**config.mk**
```make
export PLATFORM = sky130hd
export DESIGN_NAME = i2cs_status_trk
export DESIGN_NICKNAME = d
export VERILOG_FILES = /design/src/rtl/i2cs_status_pkg.sv /design/src/rtl/i2cs_sync.sv /design/src/rtl/i2cs_cond_det.sv /design/src/rtl/i2cs_flag_regs.sv /design/src/rtl/i2cs_status_trk.sv
export SDC_FILE = /design/constraint.sdc
export NUM_CORES = 1
export LEC_CHECK = 0
export ABC_CLOCK_PERIOD_IN_PS = 900
export BUFFER_PORTS_ARGS = -buffer_cell sky130_fd_sc_hd__buf_2
export CELL_PAD_IN_SITES_DETAIL_PLACEMENT = 1
export CELL_PAD_IN_SITES_GLOBAL_PLACEMENT = 1
export CORE_MARGIN = 1.5
export CORE_UTILIZATION = 28
export CTS_CLUSTER_DIAMETER = 100
export DETAILED_ROUTE_END_ITERATION = 8
export GPL_ROUTABILITY_DRIVEN = 0
export GPL_TIMING_DRIVEN = 0
export HOLD_SLACK_MARGIN = 0.1
export PLACE_DENSITY_LB_ADDON = 0.1
export SETUP_SLACK_MARGIN = 0.15
export SLEW_MARGIN = 20
export SYNTH_ARGS = -nofsm -noshare
export SYNTH_HDL_FRONTEND = slang
export SYNTH_SLANG_ARGS = --single-unit
export TNS_END_PERCENT = 20
```
**constraint.sdc**
```tcl
create_clock -name clk -period 0.9 [get_ports clk]
set_clock_uncertainty 0.1 [all_clocks]
set_input_delay 0.18 -clock clk [delete_from_list [all_inputs] [get_ports clk]]
set_output_delay 0.18 -clock clk [all_outputs]
set_load 0.01 [all_outputs]
```
**src/rtl/i2cs_status_pkg.sv**
```systemverilog
// Package: shared types for the I2C slave status tracker.
// Assumes: all strobe fields are single-cycle pulses in the clk domain.
package i2cs_status_pkg;

    // Bus conditions found on the synchronized lines.
    typedef struct packed {
        logic start;
        logic stop;
    } bus_evt_t;

    // Byte-level pulses from the surrounding slave logic.
    typedef struct packed {
        logic addr_match;
        logic addr_rw;
        logic rx_done;
        logic tx_load;
        logic tx_done;
        logic buf_read;
        logic ack;
    } byte_evt_t;

    // Flags presented at the port.
    typedef struct packed {
        logic start_seen;
        logic stop_seen;
        logic data_not_addr;
        logic rw_bit;
        logic rw_valid;
        logic buf_full;
    } stat_flags_t;

endpackage

```
**src/rtl/i2cs_sync.sv**
```systemverilog
// Module: i2cs_sync
// Multi-bit, multi-stage flip-flop synchronizer. Each bit passes through
// STAGES registers in series.
// Assumes: each bit is independent (no bus coherency is needed) and the
// inputs idle at RST_VAL, which is loaded on reset.
module i2cs_sync #(
    parameter int          STAGES  = 2,
    parameter int          W       = 2,
    parameter logic [W-1:0] RST_VAL = '1
) (
    input  logic         clk,
    input  logic         rst_n,
    input  logic [W-1:0] d,
    output logic [W-1:0] q
);
    logic [W-1:0] chain [STAGES];

    genvar g;
    generate
        for (g = 0; g < STAGES; g++) begin : g_stage
            if (g == 0) begin : g_first
                // Purpose: first capture of the asynchronous inputs.
                always_ff @(posedge clk) begin
                    if (!rst_n) chain[g] <= RST_VAL;
                    else        chain[g] <= d;
                end
            end else begin : g_next
                // Purpose: further resolution stage.
                always_ff @(posedge clk) begin
                    if (!rst_n) chain[g] <= RST_VAL;
                    else        chain[g] <= chain[g-1];
                end
            end
        end
    endgenerate

    assign q = chain[STAGES-1];
endmodule

```
**src/rtl/i2cs_cond_det.sv**
```systemverilog
// Module: i2cs_cond_det
// Finds START (data falls, clock high) and STOP (data rises, clock high)
// on synchronized bus lines by comparing them with the previous sample.
// Assumes: the inputs are already synchronous to clk and idle high after
// reset. The clock must be high in both samples for an event to count.
module i2cs_cond_det
    import i2cs_status_pkg::*;
(
    input  logic     clk,
    input  logic     rst_n,
    input  logic     sda_s,
    input  logic     scl_s,
    output bus_evt_t evt
);
    logic sda_q;
    logic scl_q;

    // Purpose: hold the previous sample of both lines.
    always_ff @(posedge clk) begin
        if (!rst_n) begin
            sda_q <= 1'b1;
            scl_q <= 1'b1;
        end else begin
            sda_q <= sda_s;
            scl_q <= scl_s;
        end
    end

    // Purpose: classify the data-line edge while the clock stays high.
    always_comb begin
        evt.start = sda_q & ~sda_s & scl_q & scl_s;
        evt.stop  = ~sda_q & sda_s & scl_q & scl_s;
    end
endmodule

```
**src/rtl/i2cs_flag_regs.sv**
```systemverilog
// Module: i2cs_flag_regs
// Status flag registers. They are updated from bus conditions and
// byte-level pulses. Set events take priority over clear events on the
// buffer flag, and an address match takes priority over everything else.
// Assumes: all event inputs are single-cycle pulses; en low forces all
// flags to zero.
module i2cs_flag_regs
    import i2cs_status_pkg::*;
(
    input  logic        clk,
    input  logic        rst_n,
    input  logic        en,
    input  bus_evt_t    bus,
    input  byte_evt_t   be,
    output stat_flags_t flags
);
    stat_flags_t nxt;
    logic        bf_set;
    logic        bf_clr;

    // Purpose: next-state logic for every flag.
    always_comb begin
        nxt    = flags;
        bf_set = be.addr_match | be.rx_done | be.tx_load;
        bf_clr = be.buf_read | be.tx_done;

        if (bus.start) begin
            nxt.start_seen = 1'b1;
            nxt.stop_seen  = 1'b0;
        end else if (bus.stop) begin
            nxt.start_seen = 1'b0;
            nxt.stop_seen  = 1'b1;
        end

        if (be.addr_match)                nxt.data_not_addr = 1'b0;
        else if (be.rx_done | be.tx_done) nxt.data_not_addr = 1'b1;

        if (be.addr_match) begin
            nxt.rw_bit   = be.addr_rw;
            nxt.rw_valid = 1'b1;
        end else if (bus.start | bus.stop | be.ack) begin
            nxt.rw_valid = 1'b0;
        end

        if (bf_set)      nxt.buf_full = 1'b1;
        else if (bf_clr) nxt.buf_full = 1'b0;

        if (!en) nxt = '0;
    end

    // Purpose: flag state register with synchronous reset.
    always_ff @(posedge clk) begin
        if (!rst_n) flags <= '0;
        else        flags <= nxt;
    end
endmodule

```
**src/rtl/i2cs_status_trk.sv**
```systemverilog
// Module: i2cs_status_trk (top)
// I2C slave bus status tracker: synchronizer, condition detector and flag
// registers. The synchronizer keeps running while disabled, so enabling the
// block never produces a false bus edge.
// Assumes: byte pulses are one clk wide; sda_in/scl_in are glitch-filtered.
module i2cs_status_trk
    import i2cs_status_pkg::*;
#(
    parameter int SYNC_STAGES = 2
) (
    input  logic clk,
    input  logic rst_n,
    input  logic en,
    input  logic sda_in,
    input  logic scl_in,
    input  logic addr_match,
    input  logic addr_rw,
    input  logic rx_byte_done,
    input  logic tx_load,
    input  logic tx_byte_done,
    input  logic buf_read,
    input  logic ack_p,
    output logic start_seen,
    output logic stop_seen,
    output logic data_not_addr,
    output logic rw_bit,
    output logic rw_valid,
    output logic buf_full
);
    localparam int LINES = 2;

    logic [LINES-1:0] line_raw;
    logic [LINES-1:0] line_s;
    bus_evt_t         bus_evt;
    byte_evt_t        byte_evt;
    stat_flags_t      flags;

    assign line_raw = {scl_in, sda_in};

    i2cs_sync #(
        .STAGES  (SYNC_STAGES),
        .W       (LINES),
        .RST_VAL ({LINES{1'b1}})
    ) u_sync (
        .clk   (clk),
        .rst_n (rst_n),
        .d     (line_raw),
        .q     (line_s)
    );

    i2cs_cond_det u_det (
        .clk   (clk),
        .rst_n (rst_n),
        .sda_s (line_s[0]),
        .scl_s (line_s[1]),
        .evt   (bus_evt)
    );

    // Purpose: gather the byte-level pulses into one bundle.
    always_comb begin
        byte_evt.addr_match = addr_match;
        byte_evt.addr_rw    = addr_rw;
        byte_evt.rx_done    = rx_byte_done;
        byte_evt.tx_load    = tx_load;
        byte_evt.tx_done    = tx_byte_done;
        byte_evt.buf_read   = buf_read;
        byte_evt.ack        = ack_p;
    end

    i2cs_flag_regs u_flags (
        .clk   (clk),
        .rst_n (rst_n),
        .en    (en),
        .bus   (bus_evt),
        .be    (byte_evt),
        .flags (flags)
    );

    assign start_seen    = flags.start_seen;
    assign stop_seen     = flags.stop_seen;
    assign data_not_addr = flags.data_not_addr;
    assign rw_bit        = flags.rw_bit;
    assign rw_valid      = flags.rw_valid;
    assign buf_full      = flags.buf_full;
endmodule

```
=== After elaboration in Yosys (flattened, before gate mapping) ===
Memory sizes are Yosys's and may differ from the RTL's.
Index checks and enable logic that the tools add are counted.

* Add/sub/neg operators: 0
* Multiply operators: 0
* Div/mod/pow operators: 0
* Magnitude comparators: 0
* Eq/ne operators: 0
* Shifts and indexed selects: 0
* Mux-type cells: 10
* Bitwise logic cells: 18
* Reduce and logical (&&, ||, !) cells: 6

{| class="wikitable"
|+ Operators by type and width
! operator !! number
|-
| $mux W2 || 4
|-
| $or A1 B1 Y1 || 8
|-
| $and A1 B1 Y1 || 6
|-
| $mux W1 || 6
|-
| $reduce_bool A2 Y1 || 3
|-
| $reduce_or A3 Y1 || 2
|-
| $not A1 Y1 || 4
|-
| $reduce_and A2 Y1 || 1
|}

* Register bits: 8
* Bits in latches: 0
* RAM bits: 4
* Memory bits (read-only): 0
* Input bits: 12
* Output and inout bits: 6
* Logic and storage cells: 43
* Memories: 1

{| class="wikitable"
|+ Memory list
! memory !! depth !! width !! rd ports !! clocked after Yosys merged registers in !! wr ports !! RTL line !! source
|-
| u_sync.chain || 2 || 2 || 2 || 0 || 2 || i2cs_sync.sv:16 || <nowiki>logic [W-1:0] chain [STAGES];</nowiki>
|}

=== Depth between registers and ports, before layout ===
Gate-level depths: netlist of run 1.

* Depth in word-level cells: 8
* Depth in mapped cells: 3
* Gate-level depth less buffers: 3

=== By module ===
Synthesis of run 1 repeated with hierarchy kept, for this count alone.

* Cells, all modules: 36
* Area total of the unflattened synthesis: 386.6 sq um

{| class="wikitable"
|+ By module, submodules not included
! module !! instances !! cells an instance !! area an instance (sq um)
|-
| i2cs_flag_regs || 1 || 22 || 209.0
|-
| i2cs_sync || 1 || 8 || 105.1
|-
| i2cs_cond_det || 1 || 6 || 72.6
|}

=== Least setup slack after synthesis of run 1 ===
OpenSTA, ideal clock, no wires.

* Path type: reg-to-reg
* Start point: memory u_sync.chain[1][0]
* End point: register, netlist name u_flags.flags[5]
* Arrival: 0.741 ns
* Required time: 0.682 ns
* Setup slack: -0.059 ns
* Stages on the path, launching flop included: 4
* Clock period less this slack: 0.959 ns
* Cells stage by stage: dfxtp_1 and3b_2 o21ai_2 a21oi_1

{| class="wikitable"
|+ RTL lines
! element !! RTL line
|-
| start, declared || i2cs_sync.sv:16
|}

=== Final worst setup path of run 1 ===
* Start point: register, netlist name u_flags.flags[0]
* End point: output buf_full

{| class="wikitable"
|+ RTL lines
! element !! RTL line !! source
|-
| end, declared || i2cs_status_trk.sv:28 || <nowiki>output logic buf_full</nowiki>
|}

No word-level cell between the ends.

==> summary.txt, run 1 <==
Run
  • Max-cap check violation count: 0

Drt
  • DRT Wirelength: 883 µm
  • Remaining DRCs: 0
  • Drt wl/cell: around 11 µm
  • Vias per cell: around 4.7
  • Via count: ~370
  • DR iter-0 viols: 1
  • Initial DRT Pass Iterations: 3
  • Antenna-violating nets left: 0

Die
  • Initial core utilization: 31.4%
  • Core Footprint: approximately 1400 µm²
  • Overall die width: roughly 42 µm
  • Die Span Y: around 42 µm
  • Row Count: 13
  • Die ar.: between 1500 and 2000 µm²
  • I/O pins: 18

Power and ir drop
  • Tot Pwr: ~1.1 mW
  • Worst vdd ir: 0.905 mV
  • Leak: just under 0.3 nW
  • PwrDens: 1700 nW/µm²

Critical path
  • Worst stage delay on the critical path: about 330 ps
  • Peak fanout along the critical path: 2
  • Delay-heaviest family, CP: flip-flops
  • Critical path class: flip-flop to output pin
  • Worst path slowest cell: dfxtp_2
  • CP Cell Sequence: buf_6
  • Crit Reg-Reg Startpoint: u_sync.chain[1][0]$_SDFF_PN1_
  • Worst setup SP type: flip-flop
  • R2r endpoint: u_flags.flags[5]$_SDFFE_PP0P_
  • Worst path arrival time: slightly above 700 ps
  • WP buf/inv: 1
  • Critical path endpoint category: output pin
  • R2R setup slack: -80 ps
  • R2R depth: 3
  • Critical Path RT: 620 ps

Cells and area
  • Filler cells: between 150 and 200
  • Multi-input logic area: around 190 µm²
  • Register Area: roughly 260 µm²
  • Fraction of layout cells with a size suffix above 1: about 58%
  • Fin util: approximately 48%
  • Diodes inserted: 0
  • Synthesis-to-layout area growth: 52.5%
  • Nets: slightly below 80

Run status
  • Outcome: finished, violations left
  • Violated checks: hold timing, setup timing

CTS
  • TritonCTS Buffers: 3
  • Clock Latency Late Sink: roughly 280 ps
  • CTS tree: yes
  • CTS root buffer: clkbuf_4
  • Clk slew on worst S/H paths: around 70 ps
  • Clock Tree Buf Depth: 2
  • Htree depth: 1
  • CTS sink count: 12

Timing
  • Final count of negative-setup-slack endpoints: 8
  • Final Max Tran Viols: 0
  • Final hold viol count: 2
  • RSZ-0062 raised after global routing: yes
  • Setup ws final: -97.2 ps
  • Fmax: between 1000 and 1500 MHz
  • Setup TNS: -667 ps
  • Slew margin rel.: around 90%
  • Min Tclk post-route: between 900 and 1000 ps
  • Final Cycle Share: 111%
  • Worst slew pin tran: between 150 and 200 ps
  • Min Hold Slack: -26.8 ps

Synth
  • Yosys warns: 0
  • Netlist cell types: 15
  • Mapped Area: between 400 and 500 µm²
  • Synth Area in XOR/XNOR: slightly above 2%
  • Synth Area in Simple Gates: 27.1%
  • Syn Nets: 53
  • Sequential fraction of the synthesis area: between 50% and 60%
  • Area share of the largest cell type after synthesis: between 50 and 60%
  • Synthesized-area fraction occupied by adder cells: 0%
  • Syn Inst Count: roughly 40
  • #FFs+latches synth: 12
  • Main combinational cell family by area after synthesis: simple AND/OR/NAND/NOR gates
  • Mux share of post-synthesis cell area: 2.36%
  • Mean Syn Cell Area: slightly above 10 µm²
  • Synth area leaders: dfxtp_1 (57%), or2b_1 (11%), nor3_1 (5.9%), o32ai_2 (3.8%), a21oi_1 (3.5%)
  • Area leader, netlist: dfxtp_1
  • Compound-gate portion of the synthesized area: between 10% and 20%

Hold path
  • Hold path cells: 2
  • Hold Path Origin: sda_in
  • Worst Hold Path EP: u_sync.chain[0][0]$_SDFF_PN1_
  • Worst hold path type: primary input to flip-flop

GRT
  • Initial antenna violation count: 0
  • GRT Residual Overflow: 0
  • GRT Util Overall: a little over an eighth
  • Largest net degree at the start of global routing: 9
  • First-pass GRT wire length: approximately 1600 µm
  • Number of global-route vias before repair: 350

Place
  • IO Port Bufs: 17
[timing repair]
item	in CTS	in global routing
endpoints found under the setup margin	12	12
buffers inserted	2	1
gates resized for setup	16	1
endpoints found under the hold margin	5	5
pin swaps	3	0
[state kept, by name, summed over array words and instances (netlist names)]
signal,cells
u_det.sda_q,1
u_flags.flags,6
u_det.scl_q,1
u_sync.chain,4
[cell usage in the layout, fill, tap and decap left out]
cell type	netlist	routed
mux2i_1	1	1
nand3_1	2	2
o32ai_2	1	1
dfxtp_2	0	7
nand2_2	1	1
nor3_1	5	5
nor2_1	2	2
dfxtp_1	12	3
clkbuf_4	0	3
o21ai_2	1	1
nand2_1	3	3
buf_4	0	3
xnor2_1	1	1
inv_1	1	1
buf_2	0	11
buf_6	0	6
a31oi_2	0	1
clkbuf_8	0	1
a21oi_1	3	3
dfxtp_4	0	2
or2b_1	6	6
and3b_2	1	1
[cells by family (layout without fill, tap and decap cells)]
logic type	after synthesis	in the layout
and+or+nand+nor	20	20
buffers and inverters	1	25
DFF	12	12
xor gates and xnor gates	1	1
muxes	1	1
AOI/OAI and AO/OA	6	6
[routing by layer]
metal | global-route usage (%) | wire length [µm]
met2 | 20.3 | 439
met3 | 8.26 | 84
met1 | 12.7 | 348
met4 | 9.68 | 10
met5 | 0 | 0
[power by group]
group          leakage (nW)  internal (mW)  total, mW  switching (mW)
sequential            0.101          0.550      0.564          0.0143
clock                0.0210          0.246      0.428           0.182
combinational         0.170         0.0634      0.107          0.0434
[per-stage QoR]
stage          cells  hold slack (ps)  setup slack, ps  cell area (µm²)
2_1_floorplan     41              159            -22.3              425
3_3_place_gp      73              261            -60.3              529
3_5_place_dp      73              260            -64.0              529
4_1_cts           79            -41.4             -114              637
5_1_grt           80            -44.2             -142              647
6_report          80            -26.8            -97.2              647
[synth_stat cells]
cell / instances
dfxtp_1: 12
inv_1: 1
a31oi_1: 1
nor3_1: 5
and3b_2: 1
nand3_1: 2
nand2_2: 1
o32ai_2: 1
o21ai_2: 1
nor2_1: 2
a21oi_1: 3
mux2i_1: 1
or2b_1: 6
xnor2_1: 1
nand2_1: 3
[cell type report]
class | instances | share of cell area, %
timing repair buffer | 20 | 22.4
inverter | 1 | 0.580
multi-input combinational | 28 | 28.8
clock buffer | 4 | 5.61
sequential | 12 | 39.7
tap | 15 | 2.90
[how the worst max path moves through the flow]
stage / startpoint / end / slack [ps] / cells after the start
2_1_floorplan: u_sync.chain[1][0]$_SDFF_PN1_ / u_flags.flags[5]$_SDFFE_PP0P_ / -20 / 3
3_5_place_dp: u_det.sda_q$_SDFF_PN1_ / u_flags.flags[1]$_SDFFE_PP0P_ / -60 / 3
6_report: u_flags.flags[0]$_SDFFE_PP0P_ / buf_full / -100 / 1
3_3_place_gp: u_sync.chain[1][0]$_SDFF_PN1_ / u_flags.flags[5]$_SDFFE_PP0P_ / -60 / 3
5_1_grt: u_flags.flags[5]$_SDFFE_PP0P_ / start_seen / -140 / 1
4_1_cts: u_flags.flags[1]$_SDFFE_PP0P_ / rw_valid / -110 / 1
Note: power is estimated with default switching activity, not from simulation.
==> inputs of run 2 (changes only) <==
- ABC_CLOCK_PERIOD_IN_PS: 900 -> 1200
- CORE_AREA: unset -> 2 2 39 41
- CORE_MARGIN: 1.5 -> unset
- CORE_UTILIZATION: 28 -> unset
- DIE_AREA: unset -> 0 0 41 43
- PLACE_DENSITY: unset -> 0.85
- PLACE_DENSITY_LB_ADDON: 0.1 -> unset
- clock period: 0.9 -> 1.2 ns (I/O delays scaled with it)
==> run 2 against run 1 <==
Effect of this change:
- global-route usage fell by 1.7 points
- non-clock buffer count rose by 1
- the flow now finishes without violations
- largest cell class unchanged
- sequential power fell by 25%
- register-to-register slack improved by 310 ps
- combinational power fell by 23%
- cell count rose by 1.3%
- die area rose by 0.32%
- highest routed layer unchanged
- cell area fell by 2.1%
==> summary.txt, run 2 (same netlist as run 1, synthesis figures left out) <==
Power and ir drop
  • Seq pwr share: 57.3% (was 51.3%)
  • Clock Power Share: 31.6% (was 39.0%)
  • Leak: 0.288 nW (was 0.292 nW)
  • Part of the power in combinational logic: 11.0% (was 9.7%)
  • Worst vdd ir: 0.629 mV (was 0.905 mV)
  • Sw Share: 21.8% (about the same)
  • PwrDens: 1170 nW/µm² (was 1700 nW/µm²)
  • Tot Pwr: 742 µW (was 1.10 mW)
  • Switching pwr: 161 µW (was 239 µW)
  • Cell internal pwr: 580 µW (was 859 µW)

Timing
  • Final Max Tran Viols: 0 (unchanged)
  • Final Cycle Share: ~87%
  • Fmax: ~960 MHz
  • Setup ws final: 161 ps (was -97.2 ps)
  • Setup TNS: 0 ps (was -667 ps)
  • Slew margin rel.: 87.8% (was 87.9%)
  • RSZ-0062 raised after global routing: yes (unchanged)
  • Final count of negative-setup-slack endpoints: 0 (was 8)
  • Min Tclk post-route: a little over 1000 ps
  • Final hold viol count: 0 (was 2)
  • Worst slew pin tran: 181 ps (about the same)

CTS
  • Clk slew on worst S/H paths: 70 ps (about the same)
  • CTS tree: yes (unchanged)
  • Clock Tree Buf Depth: 2 (unchanged)
  • CTS sink count: 12 (unchanged)
  • CTS root buffer: clkbuf_4 (unchanged)
  • TritonCTS Buffers: 3 (unchanged)
  • Htree depth: 1 (unchanged)
  • Clock Latency Late Sink: 260 ps (was 280 ps)

Place
  • Placement Cell Area: 529 µm² (unchanged)
  • IO Port Bufs: 17 (unchanged)
  • Dpl ws: 182 ps (was -64.0 ps)

GRT
  • Initial antenna violation count: 0 (unchanged)
  • First-pass GRT wire length: 1300 µm (was 1610 µm)
  • GRT Residual Overflow: 0 (unchanged)
  • Largest net degree at the start of global routing: 9 (unchanged)
  • GRT Util Overall: 11.5% (was 13.2%)
  • Number of global-route vias before repair: 375 (was 350)

Cells and area
  • Fin area: 633 µm² (was 647 µm²)
  • Biggest registers after layout: u_flags.flags: 6 flops, u_sync.chain: 4 flops (unchanged)
  • Diodes inserted: 0 (unchanged)
  • Filler cells: 168 (was 164)
  • Most frequent cells in the layout: buf_2 (11), dfxtp_2 (7), or2b_1 (6), buf_6 (6) (was buf_2 (11), dfxtp_2 (7), or2b_1 (6), buf_6 (6), nor3_1 (5))
  • Max FFs per register: 6 (unchanged)
  • Fraction of layout cells with a size suffix above 1: 50.8% (was 58.5%)
  • Nets: 79 (was 78)
  • Biggest register: u_flags.flags (unchanged)
  • Commonest non-fill, non-tap cell in the layout: buf_2 (unchanged)
  • Synthesis-to-layout area growth: 49.3% (was 52.5%)

Critical path
  • R2R depth: 3 (unchanged)
  • Crit Reg-Reg Startpoint: u_sync.chain[1][0]$_SDFF_PN1_ (unchanged)
  • Worst setup SP type: flip-flop (unchanged)
  • Worst path arrival time: 700 ps (was 720 ps)
  • Peak fanout along the critical path: 2 (unchanged)
  • Worst path slowest cell: dfxtp_2 (unchanged)
  • Critical path class: flip-flop to output pin (unchanged)
  • CP Cell Sequence: buf_6 (unchanged)
  • Worst stage delay on the critical path: 330 ps (about the same)
  • Worst path depth: 1 (unchanged)
  • Critical Path RT: 860 ps (was 620 ps)
  • Critical path endpoint category: output pin (unchanged)
  • WP buf/inv: 1 (unchanged)
  • CP startpoint: u_flags.flags[2]$_SDFFE_PP0P_ (was u_flags.flags[0]$_SDFFE_PP0P_)
  • Delay-heaviest family, CP: flip-flops (unchanged)

Drt
  • Initial DRT Pass Iterations: 3 (unchanged)
  • Via count: 390 (was 374)
  • Antenna-violating nets left: 0 (unchanged)
  • Vias per cell: 4.81 (was 4.68)
  • Remaining DRCs: 0 (unchanged)
  • DRT Wirelength: 828 µm (was 883 µm)
  • DR iter-0 viols: 3 (was 1)
  • Drt wl/cell: 10.2 µm (was 11.0 µm)

Die
  • Row Count: 14 (was 13)
  • Die Span Y: 43 µm (was 41.9 µm)
  • Core Footprint: 1380 µm² (was 1350 µm²)
  • I/O pins: 18 (unchanged)
  • Die ar.: 1760 µm² (about the same)
  • Overall die width: 41 µm (was 41.9 µm)
  • Initial core utilization: 30.7% (was 31.4%)

Hold path
  • Worst hold path type: primary input to flip-flop (unchanged)
  • Hold Path Origin: addr_match (was sda_in)
  • Hold path cells: 2 (unchanged)

Run status
  • Outcome: completed (was finished, violations left)

Run
  • Max-cap check violation count: 0 (unchanged)
run 2: final timing paths:
kind              slack, ps                            end
setup / recovery        160                         rw_bit
setup reg to reg        230  u_flags.flags[5]$_SDFFE_PP0P_
hold / removal          110  u_flags.flags[3]$_SDFFE_PP0P_
hold reg to reg         310  u_sync.chain[1][0]$_SDFF_PN1_
run 2: cell type report:
type	instances	area [µm²]	area share, %
Clock buffer	3	22.5	3.56
Timing Repair Buffer	21	158	24.9
Multi-Input combinational cell	28	180	28.5
Sequential cell	12	249	39.3
Tap cell	16	20.0	3.16
Inverter	1	3.75	0.593
run 2: stage by stage:
step / hold slack (ps) / instances / util (%)
after CTS: 101 / 81 / 45.7
after global routing: 106 / 81 / 45.8
after global placement: 288 / 74 / 38.2
final: 113 / 81 / 45.8
after detailed placement: 297 / 74 / 38.2
after floorplan: 219 / 41 / -
run 2: what timing repair did:
item | 4_1_cts | 5_1_grt
buffers inserted | 2 | 0
resized for setup | 12 | 1
endpoints found under the setup margin | 6 | 7
hold buffers | 2 | 0
hold endpoints to repair | 2 | 0
run 2: routing by layer:
layer / up-vias / wire length [µm] / GRT usage [%]
li1: 190 / - / -
met1: 181 / 305 / 10.2
met2: 17 / 441 / 19.4
met3: 2 / 70 / 4.71
met4: 0 / 11 / 8.00
met5: - / 0 / 0
run 2: power by group through the flow:
stage               clock network [mW]  logic, mW  registers [mW]
finish                           0.234     0.0819           0.425
global route                     0.268     0.0921           0.427
CTS                              0.251     0.0832           0.425
detailed placement                   0     0.0679           0.432
global placement                     0     0.0659           0.431
floorplan                            0     0.0298           0.434
